<file path="src/rtl/eeprom_prot_pkg.sv">
package eeprom_prot_pkg;
  localparam int SR_W      = 8;
  localparam int SR_LOCK   = 7;
  localparam int SR_SPAN_H = 3;
  localparam int SR_SPAN_L = 2;
  localparam int SR_WEL    = 1;
  localparam int SR_RDY    = 0;

  typedef enum logic [1:0] {
    SPAN_NONE    = 2'd0,
    SPAN_QUARTER = 2'd1,
    SPAN_HALF    = 2'd2,
    SPAN_ALL     = 2'd3
  } prot_span_e;
endpackage

</file>
<file path="src/rtl/prot_span_decode.sv">
module prot_span_decode
  import eeprom_prot_pkg::*;
#(
  parameter int ADDR_W = 12
) (
  input  prot_span_e        span_i,
  input  logic [ADDR_W-1:0] addr_i,
  output logic              locked_o
);
  localparam int MSB = ADDR_W - 1;

  always_comb begin
    unique case (span_i)
      SPAN_NONE:    locked_o = 1'b0;
      SPAN_QUARTER: locked_o = &addr_i[MSB -: 2];
      SPAN_HALF:    locked_o = addr_i[MSB];
      default:      locked_o = 1'b1;
    endcase
  end
endmodule

</file>
<file path="src/rtl/sr_write_tracker.sv">
module sr_write_tracker
  import eeprom_prot_pkg::*;
(
  input  logic            clk_i,
  input  logic            rst_ni,
  input  logic            cs_ni,
  input  logic            load_i,
  input  logic            grant_i,
  input  logic            hw_lock_i,
  input  logic            busy_i,
  input  logic [SR_W-1:0] data_i,
  output logic            commit_o,
  output logic [SR_W-1:0] data_o
);
  logic cs_q, pend_q, cs_rise;

  assign cs_rise  = cs_ni & ~cs_q;
  assign commit_o = pend_q & cs_rise & ~hw_lock_i & ~busy_i;

  always_ff @(posedge clk_i or negedge rst_ni) begin
    if (!rst_ni) begin
      cs_q   <= 1'b1;
      pend_q <= 1'b0;
      data_o <= '0;
    end else begin
      cs_q <= cs_ni;
      if (load_i && grant_i && !cs_ni) begin
        pend_q <= 1'b1;
        data_o <= data_i;
      end else if (pend_q && !cs_ni && hw_lock_i) begin
        pend_q <= 1'b0;  // pin dropped before deselect
      end else if (cs_rise) begin
        pend_q <= 1'b0;
      end
    end
  end

  a_r8_abort_on_pin: assert property (@(posedge clk_i) disable iff (!rst_ni)
    (pend_q && !cs_ni && hw_lock_i && !load_i) |=> !pend_q);
endmodule

</file>
<file path="src/rtl/status_core.sv">
module status_core
  import eeprom_prot_pkg::*;
(
  input  logic            clk_i,
  input  logic            rst_ni,
  input  logic            busy_i,
  input  logic            wel_set_i,
  input  logic            wel_clr_i,
  input  logic            sr_commit_i,
  input  logic [SR_W-1:0] sr_data_i,
  input  logic            arr_commit_i,
  output logic            wel_o,
  output logic            lock_en_o,
  output prot_span_e      span_o
);
  always_ff @(posedge clk_i or negedge rst_ni) begin
    if (!rst_ni) begin
      wel_o     <= 1'b0;
      lock_en_o <= 1'b0;
      span_o    <= SPAN_NONE;
    end else if (!busy_i) begin
      if (sr_commit_i) begin
        lock_en_o <= sr_data_i[SR_LOCK];
        span_o    <= prot_span_e'(sr_data_i[SR_SPAN_H:SR_SPAN_L]);
      end
      if (sr_commit_i || arr_commit_i) wel_o <= 1'b0;
      else if (wel_set_i)              wel_o <= 1'b1;
      else if (wel_clr_i)              wel_o <= 1'b0;
    end
  end

  a_r2_wel_frozen_busy: assert property (@(posedge clk_i) disable iff (!rst_ni)
    busy_i |=> $stable(wel_o));
endmodule

</file>
<file path="src/rtl/spi_eeprom_wp_guard.sv">
module spi_eeprom_wp_guard
  import eeprom_prot_pkg::*;
#(
  parameter int ADDR_W = 12
) (
  input  logic              clk_i,
  input  logic              rst_ni,
  input  logic              cs_ni,
  input  logic              wp_ni,
  input  logic              busy_i,
  input  logic              wren_i,
  input  logic              wrdi_i,
  input  logic              wrsr_load_i,
  input  logic [7:0]        wrsr_data_i,
  input  logic              arr_commit_i,
  input  logic [ADDR_W-1:0] arr_addr_i,
  output logic [7:0]        status_o,
  output logic              sr_grant_o,
  output logic              arr_grant_o,
  output logic              prog_start_o
);
  logic            wel, lock_en, hw_lock, locked;
  logic            sr_commit, arr_go;
  logic [SR_W-1:0] staged;
  prot_span_e      span;

  assign hw_lock     = lock_en & ~wp_ni;
  assign sr_grant_o  = wel & ~busy_i & ~hw_lock;
  assign arr_grant_o = wel & ~busy_i & ~locked;
  assign arr_go      = arr_commit_i & arr_grant_o;

  prot_span_decode #(.ADDR_W(ADDR_W)) u_span (
    .span_i  (span),
    .addr_i  (arr_addr_i),
    .locked_o(locked)
  );

  sr_write_tracker u_track (
    .clk_i    (clk_i),
    .rst_ni   (rst_ni),
    .cs_ni    (cs_ni),
    .load_i   (wrsr_load_i),
    .grant_i  (sr_grant_o),
    .hw_lock_i(hw_lock),
    .busy_i   (busy_i),
    .data_i   (wrsr_data_i),
    .commit_o (sr_commit),
    .data_o   (staged)
  );

  status_core u_core (
    .clk_i       (clk_i),
    .rst_ni      (rst_ni),
    .busy_i      (busy_i),
    .wel_set_i   (wren_i),
    .wel_clr_i   (wrdi_i),
    .sr_commit_i (sr_commit),
    .sr_data_i   (staged),
    .arr_commit_i(arr_go),
    .wel_o       (wel),
    .lock_en_o   (lock_en),
    .span_o      (span)
  );

  always_ff @(posedge clk_i or negedge rst_ni) begin
    if (!rst_ni) prog_start_o <= 1'b0;
    else         prog_start_o <= sr_commit | arr_go;
  end

  always_comb begin
    status_o            = '0;
    status_o[SR_LOCK]   = lock_en;
    status_o[SR_SPAN_H] = span[1];
    status_o[SR_SPAN_L] = span[0];
    status_o[SR_WEL]    = wel;
    status_o[SR_RDY]    = busy_i;
  end

  a_r5_lock_holds_bits: assert property (@(posedge clk_i) disable iff (!rst_ni)
    hw_lock |=> ($stable(status_o[SR_LOCK]) && $stable(status_o[SR_SPAN_H:SR_SPAN_L])));
  a_r6_full_span_denies: assert property (@(posedge clk_i) disable iff (!rst_ni)
    (status_o[SR_SPAN_H:SR_SPAN_L] == 2'b11) |-> !arr_grant_o);
  a_r10_pulse_consumes_wel: assert property (@(posedge clk_i) disable iff (!rst_ni)
    prog_start_o |-> ($past(status_o[SR_WEL]) && !status_o[SR_WEL]));
  a_r10_single_pulse: assert property (@(posedge clk_i) disable iff (!rst_ni)
    prog_start_o |=> !prog_start_o);
endmodule

</file>
<file path="config.mk">
export PLATFORM = sky130hd
export DESIGN_NAME = spi_eeprom_wp_guard
export DESIGN_NICKNAME = d
export VERILOG_FILES = /design/src/rtl/eeprom_prot_pkg.sv /design/src/rtl/prot_span_decode.sv /design/src/rtl/sr_write_tracker.sv /design/src/rtl/status_core.sv /design/src/rtl/spi_eeprom_wp_guard.sv
export SDC_FILE = /design/constraint.sdc
export NUM_CORES = 1
export LEC_CHECK = 0
export ABC_AREA = 0
export BUFFER_PORTS_ARGS = -buffer_cell sky130_fd_sc_hd__buf_2
export CAP_MARGIN = 20
export CORE_AREA = 2 2 39 41
export DETAILED_ROUTE_END_ITERATION = 16
export DIE_AREA = 0 0 41 43
export PLACE_DENSITY_LB_ADDON = 0.3
export SETUP_SLACK_MARGIN = 0.02
export SYNTH_ARGS = -nofsm -noshare
export SYNTH_HDL_FRONTEND = slang
export SYNTH_SLANG_ARGS = --single-unit
</file>
<file path="constraint.sdc">
create_clock -name clk_i -period 3.7 [get_ports clk_i]
set_input_delay 0 -clock clk_i [delete_from_list [all_inputs] [get_ports clk_i]]
set_output_delay 0 -clock clk_i [all_outputs]
set_load 0.02 [all_outputs]
</file>
==> results.md, run 1 <==
- After detailed routing, the average wire length per cell comes to ~11 um.
- During synthesis, Yosys emitted a total of 0 warnings.
- Leaving out filler cells and counting taps, the final layout contains 85.
- After clock tree synthesis, the repair step resized 0 gates.
- The initialized floorplan defines 14 standard-cell rows.
- Hold is met by 0.0133 ns.
- The worst register-to-register path has a depth of 3.
- Headroom to the max-slew limit came out at around 64%.
- The first global-routing pass estimated between 1500 and 2000 um of wire.
- The post-synth design cell area is between 500 and 600 um2.
- STA puts the critical path data arrival time at ~1.8 ns.
- The root buffer cell is clkbuf_4.
- For hold timing, the worst endpoint is prog_start_o.
- Counting tap cells, the placed design contains a total of 76 instances.
- The fraction of the yosys area taken by sequential cells is 49.4%.
- The final critical delay including setup and external delays is between 1.5 and 2 ns.
- The combinational share of power is a little over a third.
- The cell count of the worst hold path is 3.
- The post-route fraction of the period consumed by the critical path is 43.6%.
- From left edge to right edge, the die measures 41 um.
- The number of hold-slack violations in the final timing report was 0.
- The total clock buffers created by CTS is 3.
- The worst-skew pair later-pin latency is around 0.26 ns.
- The internal power contribution is roughly 0.24 mW.
- The congestion estimate from routability-driven global placement came to just over 0.6.
- The worst setup slack for register-to-register paths is ~2.1 ns.
- The max-slew violation count was 0.
- The floorplan step set the die height to between 40 and 50 um.
- The worst hold path belongs to the class input pin to flop.
- The data required time of the worst path is between 3 and 4 ns.
- Of all nets on the critical path, the largest fanout is 5.
- From synthesis to final layout, the design area changed by 32.2%.
- The overall via count from detail_route is between 300 and 400.
- Wires add up to 934 um.
- The average instance area after synthesis is approximately 12 um2.
- CTS built an H-tree with a depth of 1.
- Setup repair after global routing left no endpoint under its margin.
- Fill cells in the final layout number between 100 and 150.
- For this design the ratio of total power to cell area is between 500 and 600 nW/um2.
- The run finished with clean final reports.
- The post-route netlist has between 40% and 50% of its cells at a drive strength greater than 1.
- The net switching share of the total power is 33.9%.
- The startpoint class of the critical path is a flop.
- The part of the total power dissipated in the clock network is between 20% and 30%.
- The global-route usage over all layers is a little over an eighth.
- Global routing finished with a remaining overflow of 0.
- The setup TNS is 0 ns.
- Once detail routing completed, the nets flagged for antenna violations numbered 0.
- The clock skew after layout is ~0.010 ns.
- Ranked by total cell area, the synthesized netlist is headed by dfrtp_1 44%, mux2_2 11%, buf_4 8.8%, dfstp_2 5.2%, nand2b_1 4.9%.
- The die covers around 1800 um2.
- TritonCTS built the clock tree.
- The clock edge transition at the registers on the reported setup and hold paths is 0.07 ns.
- The initial antenna violation count is 0.
- The count of unique library cells instantiated by Yosys is 20.
- Of the total power, registers draw 44.5%.
- For this run, the share of the core covered by cells in the final layout is just under 50%.
- The number of global-route vias before repair is 375.
- The total clock sinks is 10.
- Setup violations remaining at the end of the flow were counted as 0.
- The post-synthesis cell type with the largest combined area is dfrtp_1.
- After detailed routing, the number of vias per cell comes to between 4 and 5.
- At the end of the flow, the number of nets in the layout was 99.
- The pin count of the biggest net entering global routing is 11.
- The count of inserted antenna diode cells is 0.
- The portion of synthesized cell area occupied by the leading cell type is 44.2%.
- The launch point of the worst hold path is arr_commit_i.
- The maximum count of clock buffers along a single path is 2.
- Summed over all nets, the switching power comes to about 0.13 mW.
- VDD sags by at most about 290 uV.
- The worst register-to-register path ends at u_track.data_o[7].
- The worst register-to-register path begins at u_core.lock_en_o.
- The number of synthesized register bits is 10.
- At the pin with the least slew margin, the transition time is approximately 0.55 ns.
- The leakage power summed over all cells is 0.345 nW.
- The number of I/O pins is 40.
- Timing would allow up to between 600 and 700 MHz.
- The number of max-cap violations is 0.
- The worst setup path is captured at a flop.
- During placement, the flow inserted port buffers numbering 21.
- Before antenna repair, the detailed router went through 2 iterations.
- The startpoint-to-endpoint class of the critical path is flop to flop.
- Synthesis produced a netlist whose cell count is 43.
- The first routing iteration left 2 violations.
- For this configuration, the core starts out at a cell density of a little under two fifths.
- In the routed design, unresolved DRC markers number 0.
- The core area is around 1400 um2.
## flip-flops by register name, indices dropped and copies added, names as in the netlist
signal            count
u_track.pend_q        1
u_core.lock_en_o      1
u_core.span_o         2
u_track.data_o        3
u_track.cs_q          1
u_core.wel_o          1
prog_start_o          1
## worst max-delay path by stage
stage | startpoint | endpoint | slack (ns) | depth (start not counted)
after CTS | u_core.lock_en_o | u_track.data_o[7] | 2.05 | 3
after floorplan | u_core.lock_en_o | u_core.lock_en_o | 2.24 | 3
after global routing | u_core.lock_en_o | u_track.data_o[3] | 1.95 | 3
final | u_core.lock_en_o | u_track.data_o[7] | 2.09 | 3
after detailed placement | u_core.lock_en_o | u_track.data_o[2] | 2.06 | 3
after global placement | u_core.lock_en_o | u_track.data_o[2] | 2.12 | 3
## critical path: stages, from the launching register on
cell and delay [ns]:
dfrtp_1 0.38, nor2b_1 0.19, nor4b_2 0.53, mux2_2 0.39
## power by group through the flow
stage | registers, mW | logic [mW] | clock network (mW)
detailed placement | 0.167 | 0.126 | 0
global route | 0.170 | 0.140 | 0.0858
CTS | 0.165 | 0.130 | 0.0808
global placement | 0.166 | 0.122 | 0
finish | 0.164 | 0.128 | 0.0762
floorplan | 0.177 | 0.0845 | 0
## placed cells by master (no fill, tap or decap)
cell type and instances:
a31o_2 1, clkbuf_1 1, clkbuf_4 3, a22o_1 1, nor4b_2 1, a21oi_1 1
dlygate4sd3_1 5, nand2b_1 4, nand2_1 2, dfrtp_1 9, mux2_2 5, o2111ai_1 1
conb_1 3, o211a_1 1, nor4b_1 1, nor2_1 1, or4b_4 1, mux2_1 1
buf_2 21, and3_1 1, dfstp_2 1, inv_1 2, nor2b_1 2
## cells by family after synthesis
family	share of synthesized area (%)
AOI/OAI and AO/OA	8.11
buffers and inverters	10.3
DFF	49.4
muxes	13.3
other	0.736
and+or+nand+nor	18.2
## cells in the mapped netlist
cell and number:
nand2_1 2, a22o_1 1, dfstp_2 1, buf_4 6, nand2b_1 4, inv_1 2, conb_1 1, nor4b_1 1
dfrtp_1 9, o211a_1 1, mux2_1 1, a21oi_1 1, a31o_2 1, and3_1 1, nor4b_2 1, mux2_2 5
o2111ai_1 1, nor2_1 1, or4b_4 1, nor2b_1 2
## metrics by stage
stage	area, um2	power, mW	setup slack (ns)
floorplan	517	0.262	2.24
global placement	597	0.288	2.12
detailed placement	597	0.292	2.06
CTS	673	0.375	2.05
global route	673	0.396	1.95
finish	673	0.369	2.09
## final cells by class
cell class	count	area (um2)	share of cell area, %
clock buffers	4	26.3	3.90
inverters	2	7.51	1.12
multi-input cells	27	213	31.6
flip-flops and latches	10	251	37.4
repair buffers	26	155	23.0
well taps	16	20.0	2.97
## layer usage
layer	track usage [%]	part of all wire (%)
met5	0	0
met3	4.71	7.0
met1	16.0	43
met4	10.0	1.2
met2	18.8	49
## what timing repair did
action,CTS,global route
hold buffers,5,0
endpoints found under the setup margin,0,0
endpoints found under the hold margin,14,0
setup buffers,0,0
No activity file was read; power rests on OpenSTA's default activity.
==> run 2, diff against run 1 <==
--- a/config.mk
+++ b/config.mk
@@ -8,9 +8,9 @@
 export ABC_AREA = 0
 export BUFFER_PORTS_ARGS = -buffer_cell sky130_fd_sc_hd__buf_2
 export CAP_MARGIN = 20
-export CORE_AREA = 2 2 39 41
+export CORE_MARGIN = 2
+export CORE_UTILIZATION = 37
 export DETAILED_ROUTE_END_ITERATION = 16
-export DIE_AREA = 0 0 41 43
 export PLACE_DENSITY_LB_ADDON = 0.3
 export SETUP_SLACK_MARGIN = 0.02
 export SYNTH_ARGS = -nofsm -noshare
==> constraint.sdc (replaced) <==
create_clock -name clk_i -period 1.64 [get_ports clk_i]
set_input_delay 0 -clock clk_i [delete_from_list [all_inputs] [get_ports clk_i]]
set_output_delay 0 -clock clk_i [all_outputs]
set_load 0.02 [all_outputs]
==> run 2 against run 1 <==
  * Clock power increased to 2.8 times the previous value
  * Setup slack got worse by 2.0 ns
  * Utilization is 4.9 points higher
  * Cell count increased by 1.2%
  * Critical path type unchanged
==> results.md, run 2 (same netlist as run 1, synthesis figures left out) <==
- The most common library cell in the layout ignoring fill and taps was buf_2 (unchanged).
- The pin count of the biggest net entering global routing was 11 (unchanged).
- The top cell family by delay on the critical path is simple AND/OR/NAND/NOR gates (unchanged).
- The number of buffer cells added on primary ports was 21 (unchanged).
- The total clock buffers created by CTS is 3 (unchanged).
- Detailed placement finished with a half-perimeter wire length of roughly 650 um.
- The clock tree from TritonCTS was built (unchanged).
- The worst setup slack for register-to-register paths is 0.12 ns (was 2.09 ns).
- The leakage power summed over all cells is 0.362 nW (was 0.345 nW).
- The number of remaining DRC errors was 0 (unchanged).
- The buffer and inverter count on the worst path came to 0 (unchanged).
- The setup fix buffers added after clock tree synthesis is 0 (unchanged).
- The kind of end point of the critical path is a flop (unchanged).
- The number of I/O pins came to 40 (unchanged).
- The number of flip-flops under the largest register name is 3 (unchanged).
- The x dimension of the die came to 41.1 um (was 41 um).
- The clock skew after layout is 0.00394 ns (was 0.0105 ns).
- The count of TritonRoute iterations in the first routing pass is 4 (was 2).
- The proportion of layout cells with a drive suffix above 1 is 50.7% (was 47.8%).
- The count of cells along the worst register-to-register path is 3 (unchanged).
- The core area is 1300 um2 (was 1380 um2).
- The worst supply voltage drop on vdd is 756 uV (was 285 uV).
- Status: finished, final reports clean (unchanged).
- The floorplan row count is 13 (was 14).
- The number of nets in the layout is 101 (was 99).
- The chip height is 41.1 um (was 43 um).
- The H-tree level count came to 1 (unchanged).
- The pre-CTS setup slack came to 0.119 ns (was 2.06 ns).
- The initial standard-cell utilization of the core is 39.1% (was 36.8%).
- The maximum count of clock buffers along a single path is 2 (unchanged).
- The global-route usage over all layers was 13.8% (was 13.4%).
- The register bank with the most flops is u_track.data_o (unchanged).
- The final RePlAce weighted congestion is 0.630 (was 0.618).
- The worst setup path endpoint is u_core.lock_en_o (was u_track.data_o[7]).
- The total of cells resized after clock tree synthesis is 0 (unchanged).
- Registers with the most flip-flops: u_track.data_o (3), u_core.span_o (2) (unchanged).
- The delay of the slowest cell on the worst path is 0.52 ns (was 0.53 ns).
- The final critical delay including setup and external delays is 1.52 ns (was 1.61 ns).
- The worst-path cell with the longest stage delay is or4b_4 (was nor4b_2).
- The remaining antenna violation count is 0 (unchanged).
- The overall via count from detail_route is 392 (was 395).
- The initial detailed-routing violation count is 5 (was 2).
- Most frequent cells in the layout: 21 x buf_2, 9 x dfrtp_1, 5 x mux2_2, 5 x dlygate4sd3_1, 4 x nand2b_1 (unchanged).
- The startpoint-to-endpoint class of the critical path was flop to flop (unchanged).
- Crit path cell chain: nor2b_1, or4b_4, mux2_1 (was nor2b_1, nor4b_2, mux2_2).
- The first-pass GRT wire length is 1480 um (was 1510 um).
- The largest fanout of any net on the critical path is 5 (unchanged).
- The number of cells on the critical path is 3 (unchanged).
- The worst-skew pair later-pin latency is 0.26 ns (about the same).
- The setup TNS came to 0 ns (unchanged).
- The startpoint of the lowest-slack register-to-register path was u_core.lock_en_o (unchanged).
- The first element of the critical path was u_core.lock_en_o (unchanged).
- The count of inserted antenna diode cells is 0 (unchanged).
- The final global-route overflow total is 0 (unchanged).
- The final standard cell count with taps included and fillers excluded came to 86 (was 85).
- The number of setup violations in the final report is 0 (unchanged).
- The total routed wirelength is 884 um (was 934 um).
- The area enclosed by the die boundary is 1690 um2 (was 1760 um2).
- The least setup slack across all paths after layout is 0.121 ns (was 2.09 ns).
- The clock edge transition at the registers on the reported setup and hold paths is 0.07 ns (about the same).
- The startpoint class of the critical path is a flop (unchanged).
- The initial antenna violation count was 0 (unchanged).
- The number of max-cap violations is 0 (unchanged).
- The signal arrival time at the worst endpoint is 1.66 ns (was 1.75 ns).
- The number of hold-slack violations in the final timing report is 0 (unchanged).
- The max-slew violation count was 0 (unchanged).
- The number of global-route vias before repair is 363 (was 375).
- The data required time of the worst path was 1.78 ns (was 3.84 ns).
- The layout overhead on the synthesized area is 36.9% (was 32.2%).
- Unrepaired setup endpoints after global routing: no (unchanged).
- The root buffer cell is clkbuf_4 (unchanged).
- The number of vias per cell is 4.56 (was 4.65).
- The worst min-delay path category is input pin to flop (unchanged).
- The count of placed standard cells including taps was 77 (was 76).
- The total clock sinks came to 10 (unchanged).
- The number of fillers in the final layout is 111 (was 136).
- The maximum achievable frequency is 659 MHz (was 620 MHz).
- The average wire per cell in the routed design is 10.3 um (was 11.0 um).
- The endpoint of the most critical register-to-register path is u_core.lock_en_o (was u_track.data_o[7]).
- The power per unit of standard cell area was 1260 nW/um2 (was 548 nW/um2).
- The post-route fraction of the period consumed by the critical path is 92.6% (was 43.6%).
==> run 2: cell count changes in the layout (fill, tap and decap cells not counted) <==
| cell | previous run | this run |
|---|---|---|
| buf_4 | 0 | 2 |
| clkbuf_1 | 1 | 0 |
| clkbuf_8 | 0 | 1 |
==> run 2: metal layers <==
metal	part of all wire, %	track usage [%]	wire length (um)	vias to the layer above
met5	0	0	0	-
met4	0.68	7.26	6	0
met3	8.0	3.26	71	2
met2	45	22.3	395	19
met1	46	17.1	411	172
li1	-	-	-	199
==> run 2: layout make-up <==
| type | count | area [um2] | area share (%) |
|---|---|---|---|
| multi-input cells | 27 | 213 | 30.5 |
| repair buffers | 28 | 170 | 24.4 |
| clock buffers | 4 | 36.3 | 5.21 |
| flip-flops and latches | 10 | 251 | 36.1 |
| inverters | 2 | 7.51 | 1.08 |
| well taps | 15 | 18.8 | 2.69 |
==> run 2: worst min path at each step <==
stage / slack [ns] / startpoint / depth (start not counted) / end
floorplan: -0.30 / rst_ni / 0 / prog_start_o
global placement: -0.13 / rst_ni / 1 / u_track.data_o[7]
detailed placement: -0.13 / rst_ni / 1 / u_core.lock_en_o
CTS: 0.001 / arr_commit_i / 3 / prog_start_o
global route: 0.03 / arr_commit_i / 3 / prog_start_o
finish: 0.01 / arr_commit_i / 3 / prog_start_o
==> run 2: where the power goes <==
part	total (mW)	switching [mW]	internal, mW
Combinational	0.292	0.158	0.134
Clock	0.217	0.0827	0.134
Sequential	0.371	0.0474	0.324
Total	0.881	0.288	0.592
==> run 2: metrics by stage <==
step	util, %	cell area [um2]	hold slack, ns	power, mW
6_report	53.6	697	0.00976	0.881
5_1_grt	53.6	697	0.0272	0.938
4_1_cts	53.6	697	0.00108	0.886
3_5_place_dp	46.9	611	-0.131	0.657
3_3_place_gp	46.9	611	-0.134	0.652
2_1_floorplan	-	517	-0.296	0.590
==> run 2: worst reg2reg max path, cell delays in order (launching register included) <==
cell	delay (ns)
dfrtp_1	0.38
nor2b_1	0.19
or4b_4	0.52
mux2_1	0.32
==> run 2: what timing repair did <==
action / 4_1_cts / 5_1_grt
endpoints found under the setup margin: 0 / 0
hold endpoints to repair: 14 / 0
hold buffers: 5 / 0
==> run 3, diff against run 2 <==
--- a/config.mk
+++ b/config.mk
@@ -11,8 +11,9 @@
 export CORE_MARGIN = 2
 export CORE_UTILIZATION = 37
 export DETAILED_ROUTE_END_ITERATION = 16
+export HOLD_SLACK_MARGIN = 0.02
 export PLACE_DENSITY_LB_ADDON = 0.3
-export SETUP_SLACK_MARGIN = 0.02
+export SETUP_SLACK_MARGIN = 0.5
 export SYNTH_ARGS = -nofsm -noshare
 export SYNTH_HDL_FRONTEND = slang
 export SYNTH_SLANG_ARGS = --single-unit
==> run 3 against run 2 <==
  * Critical path depth did not move
  * Largest cell class is now multi-input gates
  * Clock skew rose by 0.00091 ns
  * Total power rose by 6.2%
  * Sequential share of layout area fell by 3.5 points
  * Flip-flop and latch count did not move
  * Hold slack improved by 0.098 ns
  * Utilization rose by 5.7 points
  * Critical path type unchanged
==> results.md, run 3 (same netlist as run 1, synthesis figures left out) <==
- The average wire per cell in the routed design was 11.5 um (was 10.3 um).
- The combinational share of power is 41.6% (was 33.2%).
- The area enclosed by the die boundary is 1690 um2 (unchanged).
- The floorplan row count came to 13 (unchanged).
- The core area is 1300 um2 (unchanged).
- The internal power contribution is 0.627 mW (was 0.592 mW).
- The overall via count from detail_route is 417 (was 392).
- The worst-skew pair later-pin latency is 0.26 ns (about the same).
- The uppermost layer routed is met4 (unchanged).
- The remaining antenna violation count is 0 (unchanged).
- The total met2 wirelength after detailed routing came to 525 um (was 395 um).
- The leakage power summed over all cells is 0.400 nW (was 0.362 nW).
- The number of global-route vias before repair is 348 (was 363).
- The final standard cell count with taps included and fillers excluded is 89 (was 86).
- The data required time of the worst path is 1.79 ns (was 1.78 ns).
- The worst min-delay path category is input pin to flop (unchanged).
- The maximum achievable frequency is 695 MHz (was 659 MHz).
- The number of setup violations in the final report came to 0 (unchanged).
- The net switching share of the total power was 32.9% (was 32.7%).
- The power per unit of standard cell area came to 1210 nW/um2 (was 1260 nW/um2).
- The layout overhead on the synthesized area is 51.4% (was 36.9%).
- The clock edge transition at the registers on the reported setup and hold paths is 0.06 ns (was 0.07 ns).
- The worst setup slack for register-to-register paths is 0.20 ns (was 0.12 ns).
- The total clock sinks came to 10 (unchanged).
- The proportion of layout cells with a drive suffix above 1 is 58.1% (was 50.7%).
- The final global-route overflow total came to 0 (unchanged).
- The signal arrival time at the worst endpoint was 1.59 ns (was 1.66 ns).
- The post-route cell area is 771 um2 (was 697 um2).
- The number of fillers in the final layout is 121 (was 111).
- The kind of end point of the critical path was a flop (unchanged).
- Crit path cell chain: nor2b_4, or4b_4, mux2_4 (was nor2b_1, or4b_4, mux2_1).
- The number of vias per cell was 4.69 (was 4.56).
- The delay of the slowest cell on the worst path was 0.50 ns (was 0.52 ns).
- The initial detailed-routing violation count is 1 (was 5).
- The worst-path cell with the longest stage delay is or4b_4 (unchanged).
- The global-route usage over all layers was 14.3% (was 13.8%).
- The least setup slack across all paths after layout was 0.202 ns (was 0.121 ns).
- The number of nets in the layout came to 104 (was 101).
- The switching power is 0.308 mW (was 0.288 mW).
- The register bank with the most flops is u_track.data_o (unchanged).
- The post-route fraction of the period consumed by the critical path is 87.7% (was 92.6%).
- The first-pass GRT wire length is 1430 um (was 1480 um).
- The pin count of the biggest net entering global routing is 11 (unchanged).
- The startpoint class of the critical path was a flop (unchanged).
- The max-slew violation count is 0 (unchanged).
- Status: finished, final reports clean (unchanged).
- The clock skew after layout came to 0.00484 ns (was 0.00394 ns).
- The cell count of the worst hold path is 4 (was 3).
- The pre-CTS setup slack came to 0.148 ns (was 0.119 ns).
- The launch point of the worst hold path is arr_addr_i[11] (was arr_commit_i).
- The number of hold-slack violations in the final timing report came to 0 (unchanged).
- The x dimension of the die came to 41.1 um (unchanged).
- The final RePlAce weighted congestion was 0.690 (was 0.630).
- The count of inserted antenna diode cells is 0 (unchanged).
- The total length of routed met3 wires is 77 um (was 71 um).
- The H-tree level count is 1 (unchanged).
- The routed metal-1 wire length was 408 um (was 411 um).
- The largest fanout of any net on the critical path is 5 (unchanged).
- The number of flip-flops under the largest register name is 3 (unchanged).
- The startpoint of the lowest-slack register-to-register path is u_core.lock_en_o (unchanged).
- The startpoint-to-endpoint class of the critical path is flop to flop (unchanged).
- Registers with the most flip-flops: u_track.data_o (3), u_core.span_o (2) (unchanged).
- Most frequent cells in the layout: 20 x buf_2, 9 x dfrtp_1, 6 x dlygate4sd3_1, 5 x buf_4, 4 x mux2_4 (was 21 x buf_2, 9 x dfrtp_1, 5 x mux2_2, 5 x dlygate4sd3_1, 4 x nand2b_1).
- The first element of the critical path is u_core.lock_en_o (unchanged).
- The estimated wirelength of the detail-placed design was 682 um (was 646 um).
- The root buffer cell is clkbuf_4 (unchanged).
- The maximum count of clock buffers along a single path is 2 (unchanged).
- The initial standard-cell utilization of the core came to 39.1% (unchanged).
- Unrepaired setup endpoints after global routing: yes (was no).
- The fraction of the core area covered by cells at the end of the flow came to 59.2% (was 53.6%).
- The clock tree from TritonCTS is built (unchanged).
- The setup TNS came to 0 ns (unchanged).
- The count of placed standard cells including taps is 75 (was 77).
- The count of cells along the worst register-to-register path came to 3 (unchanged).
- The sequential cell fraction of total power is 40.2% (was 42.1%).
- The number of buffer cells added on primary ports is 21 (unchanged).
- The chip height is 41.1 um (unchanged).
- The total routed wirelength is 1020 um (was 884 um).
- The number of remaining DRC errors is 0 (unchanged).
- The number of max-cap violations is 0 (unchanged).
- The part of the total power dissipated in the clock network came to 18.3% (was 24.7%).
- The count of TritonRoute iterations in the first routing pass was 2 (was 4).
- The post-place instance area was 634 um2 (was 611 um2).
- The final critical delay including setup and external delays is 1.44 ns (was 1.52 ns).
- The total clock buffers created by CTS is 3 (unchanged).
- The most common library cell in the layout ignoring fill and taps is buf_2 (unchanged).
- The worst supply voltage drop on vdd is 699 uV (was 756 uV).
- The initial antenna violation count is 0 (unchanged).
- The number of I/O pins is 40 (unchanged).
run 3: worst max-delay path: cells and delay by family, from the launching register on:
kind	cells	cell delay (ns)
multiplexers	1	0.30
AND/OR/NAND/NOR	2	0.65
flip-flops	1	0.37
run 3: through the flow:
stage,power (mW),hold slack (ns)
global route,1.01,0.105
floorplan,0.633,-0.296
finish,0.935,0.108
CTS,0.917,0.0920
global placement,0.697,-0.130
detailed placement,0.703,-0.129
run 3: power groups by stage:
stage | logic, mW | clock network (mW) | registers (mW)
final | 0.389 | 0.171 | 0.375
after global routing | 0.422 | 0.195 | 0.389
after CTS | 0.364 | 0.177 | 0.376
after detailed placement | 0.323 | 0 | 0.380
after global placement | 0.318 | 0 | 0.379
after floorplan | 0.231 | 0 | 0.403
run 3: area by class of cell:
cell class              count  area, um2  share of cell area [%]
inverters                   2       7.51                   0.974
well taps                  15       18.8                    2.44
multi-input cells          27        269                    34.9
repair buffers             31        198                    25.6
flip-flops and latches     10        251                    32.6
clock buffers               4       26.3                    3.41
run 3: final timing paths:
path                                endpoint
max                         u_core.lock_en_o
min                             prog_start_o
max reg2reg                 u_core.lock_en_o
min reg2reg                u_track.data_o[2]
max in group asynchronous       u_track.cs_q
min in group asynchronous   u_core.lock_en_o
run 3: metal layers:
layer | track usage (%) | vias to the layer above
met1 | 15.9 | 193
met5 | 0 | -
met4 | 7.26 | 0
met2 | 21.5 | 18
li1 | - | 201
met3 | 8.15 | 5
run 3: what timing repair did:
action,4_1_cts,5_1_grt
hold buffers,6,0
resized for setup,3,2
setup endpoints to repair,10,9
setup buffers,3,1
pin swaps,2,0
hold endpoints to repair,15,0
